$ cat src/rtl/mclkgen_pkg.sv
package mclkgen_pkg;
  parameter int M_W   = 4;
  parameter int N_W   = 2;
  parameter int DLY_W = 3;

  localparam int MAX_N = (1 << N_W) - 1;
  localparam int DIV_W = M_W + 1 + MAX_N;
  localparam int REG_W = M_W + N_W + 2 + 2 * DLY_W + 1;

  // msb first: en, sample delay, output delay, mode, source, n, m
  typedef struct packed {
    logic             en;
    logic [DLY_W-1:0] sdly;
    logic [DLY_W-1:0] odly;
    logic             mode;
    logic             src;
    logic [N_W-1:0]   n;
    logic [M_W-1:0]   m;
  } cfg_t;

  function automatic logic [DIV_W-1:0] ratio_of(cfg_t c);
    logic [DIV_W-1:0] base;
    base = DIV_W'({1'b0, c.m}) + DIV_W'(1);
    return base << c.n;
  endfunction

  function automatic logic [DIV_W-1:0] clamp_dly(logic [DLY_W-1:0] k,
                                                 logic [DIV_W-1:0] d);
    if (DIV_W'(k) >= d) return d - DIV_W'(1);
    return DIV_W'(k);
  endfunction
endpackage

$ cat src/rtl/mclk_cfg_shadow.sv
module mclk_cfg_shadow
  import mclkgen_pkg::*;
(
  input  logic             clk_i,
  input  logic             rst_ni,
  input  logic             we_i,
  input  logic [REG_W-1:0] wdata_i,
  output cfg_t             shadow_o
);
  cfg_t shadow_q;

  always_ff @(posedge clk_i or negedge rst_ni) begin
    if (!rst_ni)   shadow_q <= '0;
    else if (we_i) shadow_q <= cfg_t'(wdata_i);
  end

  assign shadow_o = shadow_q;
endmodule

$ cat src/rtl/mclk_div_core.sv
module mclk_div_core
  import mclkgen_pkg::*;
(
  input  logic             clk_i,
  input  logic             rst_ni,
  input  cfg_t             shadow_i,
  input  logic             osc_tick_i,
  output cfg_t             act_o,
  output logic [DIV_W-1:0] cnt_o,
  output logic [DIV_W-1:0] ratio_o,
  output logic             tick_o,
  output logic             term_o
);
  cfg_t             act_q;
  logic [DIV_W-1:0] cnt_q;
  logic [DIV_W-1:0] ratio;
  logic             tick;
  logic             term;
  logic             load;

  assign ratio = ratio_of(act_q);
  assign tick  = act_q.src ? 1'b1 : osc_tick_i;
  assign term  = tick && (cnt_q == ratio - DIV_W'(1));
  // stopped: follow the shadow freely; running: only at period end
  assign load  = !act_q.en || term;

  always_ff @(posedge clk_i or negedge rst_ni) begin
    if (!rst_ni) begin
      act_q <= '0;
      cnt_q <= '0;
    end else if (load) begin
      act_q <= shadow_i;
      cnt_q <= '0;
    end else if (tick) begin
      cnt_q <= cnt_q + DIV_W'(1);
    end
  end

  assign act_o   = act_q;
  assign cnt_o   = cnt_q;
  assign ratio_o = ratio;
  assign tick_o  = tick;
  assign term_o  = term;
endmodule

$ cat src/rtl/mclk_phase_out.sv
module mclk_phase_out
  import mclkgen_pkg::*;
(
  input  logic             clk_i,
  input  logic             rst_ni,
  input  cfg_t             act_i,
  input  logic [DIV_W-1:0] cnt_i,
  input  logic [DIV_W-1:0] ratio_i,
  input  logic             tick_i,
  output logic             mclk_o,
  output logic             stb_o
);
  localparam int PH_W = DIV_W + 1;

  logic [DIV_W-1:0] odly, sdly;
  logic [PH_W-1:0]  phase;
  logic [PH_W-1:0]  hi_len;
  logic             mclk_d, stb_d;
  logic             mclk_q, stb_q;

  assign odly = act_i.mode ? '0 : clamp_dly(act_i.odly, ratio_i);
  assign sdly = act_i.mode ? '0 : clamp_dly(act_i.sdly, ratio_i);

  // phase of the delayed clock, wrapped inside the period
  always_comb begin
    if (cnt_i >= odly) phase = PH_W'(cnt_i - odly);
    else               phase = PH_W'(cnt_i) + PH_W'(ratio_i) - PH_W'(odly);
  end

  assign hi_len = (PH_W'(ratio_i) + PH_W'(1)) >> 1;
  assign mclk_d = act_i.en && (phase < hi_len);
  assign stb_d  = act_i.en && tick_i && (cnt_i == sdly);

  always_ff @(posedge clk_i or negedge rst_ni) begin
    if (!rst_ni) begin
      mclk_q <= 1'b0;
      stb_q  <= 1'b0;
    end else begin
      mclk_q <= mclk_d;
      stb_q  <= stb_d;
    end
  end

  assign mclk_o = mclk_q;
  assign stb_o  = stb_q;
endmodule

$ cat src/rtl/mclk_gen.sv
module mclk_gen
  import mclkgen_pkg::*;
(
  input  logic             clk_i,
  input  logic             rst_ni,
  input  logic             osc_tick_i,
  input  logic             cfg_we_i,
  input  logic [REG_W-1:0] cfg_wdata_i,
  output logic             mclk_o,
  output logic             smp_stb_o
);
  cfg_t             shadow;
  cfg_t             act;
  logic [DIV_W-1:0] cnt;
  logic [DIV_W-1:0] ratio;
  logic             tick;
  logic             term;

  mclk_cfg_shadow u_shadow (
    .clk_i    (clk_i),
    .rst_ni   (rst_ni),
    .we_i     (cfg_we_i),
    .wdata_i  (cfg_wdata_i),
    .shadow_o (shadow)
  );

  mclk_div_core u_div (
    .clk_i      (clk_i),
    .rst_ni     (rst_ni),
    .shadow_i   (shadow),
    .osc_tick_i (osc_tick_i),
    .act_o      (act),
    .cnt_o      (cnt),
    .ratio_o    (ratio),
    .tick_o     (tick),
    .term_o     (term)
  );

  mclk_phase_out u_out (
    .clk_i   (clk_i),
    .rst_ni  (rst_ni),
    .act_i   (act),
    .cnt_i   (cnt),
    .ratio_i (ratio),
    .tick_i  (tick),
    .mclk_o  (mclk_o),
    .stb_o   (smp_stb_o)
  );
endmodule

$ cat config.mk
export PLATFORM = sky130hd
export DESIGN_NAME = mclk_gen
export DESIGN_NICKNAME = d
export VERILOG_FILES = /design/src/rtl/mclkgen_pkg.sv /design/src/rtl/mclk_cfg_shadow.sv /design/src/rtl/mclk_div_core.sv /design/src/rtl/mclk_phase_out.sv /design/src/rtl/mclk_gen.sv
export SDC_FILE = /design/constraint.sdc
export NUM_CORES = 1
export LEC_CHECK = 0
export BUFFER_PORTS_ARGS = -buffer_cell sky130_fd_sc_hd__buf_4
export CORE_ASPECT_RATIO = 0.9
export CORE_MARGIN = 8
export CORE_UTILIZATION = 25
export DETAILED_ROUTE_END_ITERATION = 7
export PLACE_DENSITY = 0.44
export SYNTH_ARGS = -nofsm -noshare
export SYNTH_HDL_FRONTEND = slang
export SYNTH_SLANG_ARGS = --single-unit
export TNS_END_PERCENT = 30
$ cat constraint.sdc
create_clock -name clk_i -period 7.9 [get_ports clk_i]
set_clock_uncertainty 0.1 [all_clocks]
set_input_delay 0.395 -clock clk_i [delete_from_list [all_inputs] [get_ports clk_i]]
set_output_delay 0.395 -clock clk_i [all_outputs]
set_load 0.03 [all_outputs]
==> results.toml <==
[logic_synthesis]
ys.flop_type = "dfrtp_1"
yosys-top-cells-area = "dfrtp_1 28%, ha_1 11%, xnor2_1 6.0%, mux2_2 5.9%, inv_1 4.4%"
synthTopCellsByCount = "43 x inv_1, 40 x dfrtp_1, 35 x nor2_1"
synth_area_sq_um = 3635
synth_nets = 464
synth_top_area_share_pct = 27.54
yosysWarnings = 0
synth_area_leader_cell = "dfrtp_1"
synth-async-reset-ratio_pct = 100.0
avgSynthCellArea_sq_um = 8.975
synthDistinctLibCells = 61
synth-edff-count = 0
yosysMostFrequentCell = "inv_1"
synth_seq_cells = 40
netlist_instances = 405
seq_area_frac_synth_pct = 27.54

[status]
violations = "hold timing"
outcome = "finished with violations"

[clock_network]
cts_tree = "done"
clk_pin_slew_ns = 0.07
cts_hold_repair.buffers = 0
cts.sinks = 40
clock_latency_ns = 0.29
clockRootBuffer = "clkbuf_16"
cts_buffers = 5
cts-resized-gates = 0
clockBufferDepth = 2
cts_htree_levels = 2
cts_setup_buffers = 0

[finish]
final_layout_size_suffix_gt1_share_pct = 13.16
multi_input_comb_area_sq_um = 2397
ff_latch_area_sq_um = 1001
diodes = 0
finalNetCount = 476
fill_cells = 1492
area_delta_synth_final_pct = 13.80

[grt]
grt_pass1_wl_mm = 16.21
overflow = 0
grt_pass1_vias = 3049
antenna_found_initial = 0
grt_use_total_pct = 10.97
grt_start_max_net_pins = 41

[worst_setup_path]
critPathMaxFanout = 18
critical_path_class = "reg -> reg"
startpoint_type = "register"
end_kind = "register"
cp_slowest_cell = "o21ai_0"
critPathMaxStageDelay_ns = 0.76
path_buf_inv = 2
crit_top_cell = "o21ai_0"
cp.required_ns = 8.01
critPathTopFamily = "compound AO/OA/AOI/OAI gates"
cp.arrival_ns = 6.70

[sta]
drv_slew = 0
worst_pin_slew_ns = 1.137
fin_tns_setup_ns = 0
fmax_mhz = 151.9
period_minus_slack_ns = 6.584
finalHoldViolCount = 31
setup_viol = 0
whs_ns = -0.01153
fin_crit_sh_pct = 83.34
relSlewSlack_pct = 24.20
rsz0062_at_grt = "false"

[die]
die_area_sq_um = 18660
start_util_pct = 25.76
core_area_sq_um = 14110
die_y_um = 130.4
io_pins = 21
die_w_um = 143.1
num_rows = 41

[place]
routabilityCongestion = 0.8375
hpwlAfterDp_mm = 7.445
io_buffer_count = 20

[drt]
vias_per_cell = 4.782
drc_errors = 0
via_count = 2922
totalWireLength_mm = 9.411
dr.pass1.iters = 4
antenna_left = 0
routedWlPerCell_um = 15.40
drtIter0Drc = 186

[run]
cap_violations = 0

[min_path]
min_path_type = "in -> async"
path summary, 6_finish.rpt:
check	slack [ns]	to	start	cells past startpoint
max	1.32	u_out.mclk_o	u_div.act_o[4]	26
min	-0.01	u_div.cnt_o[1]	rst_ni	1
max reg2reg	1.32	u_out.mclk_o	u_div.act_o[4]	26
min reg2reg	0.35	u_div.act_o[14]	u_shadow.shadow_o[14]	1
max in group asynchronous	7.35	u_div.act_o[2]	rst_ni	1
min in group clk_i	0.24	u_shadow.shadow_o[11]	cfg_wdata_i[11]	2
cell families after synthesis:
group                      share of synthesized area (%)
buffers and inverters                              6.506
muxes                                              10.12
DFF                                                27.54
xor gates and xnor gates                           7.952
adders and majority gates                          15.42
and+or+nand+nor                                    15.87
other                                             0.1032
AOI/OAI and AO/OA                                  16.49
registers in the layout (all words and copies together) (netlist names):
name and flops:
u_div.act_o 15, u_shadow.shadow_o 15, u_div.cnt_o 8, u_out.mclk_o 1, u_out.stb_o 1
through the flow:
stage / utilization, % / setup slack, ns / hold WS, ns / cells / cell area, sq um
4_1_cts: 29.32 / 1.370 / 0.008654 / 611 / 4136
6_report: 29.32 / 1.316 / -0.01153 / 611 / 4136
5_1_grt: 29.32 / 0.6250 / 0.03499 / 611 / 4136
3_5_place_dp: 28.06 / 1.417 / 0.3174 / 603 / 3959
2_1_floorplan: - / 2.294 / -0.0005911 / 405 / 3635
3_3_place_gp: 28.06 / 1.557 / 0.3194 / 603 / 3959
worst reg2reg max path, delay by kind of cell, from the launching register on:
| kind | cells | cell delay (ns) |
|---|---|---|
| buffers and inverters | 2 | 0.47 |
| adders and majority gates | 3 | 0.83 |
| AOI/OAI and AO/OA | 15 | 3.16 |
| and+or+nand+nor | 5 | 1.03 |
| muxes | 1 | 0.37 |
| DFF | 1 | 0.55 |
final cells by class:
| class | count | share of cell area (%) |
|---|---|---|
| inverters | 43 | 3.902 |
| repair buffers | 21 | 3.811 |
| multi-input cells | 306 | 57.96 |
| flip-flops and latches | 40 | 24.20 |
| well taps | 193 | 5.838 |
| clock buffers | 6 | 3.358 |
| clock inverters | 2 | 0.9377 |
layout by cell type, fill, tap and decap left out, drive strengths merged, types with 6 or more instances in the layout:
cell / n
inv: 43
dfrtp: 40
nor2: 35
ha: 32
mux2: 30
nand2: 25
xnor2: 25
a21oi: 21
buf: 21
o21ai: 15
nand2b: 9
nor3: 9
xor2: 8
fa: 8
nand4: 7
or3: 7
clkbuf: 6
metal layers:
layer	up-vias	wire length, um	track usage, %
met2	52	4171	17.46
met5	-	0	0
met1	1432	4803	15.21
met4	0	113	3.059
li1	1430	-	-
met3	8	323	1.523
Power is left out: the tool's default activity adds up to more than one toggle a clock period on the data nets, which glitch-free logic cannot reach.
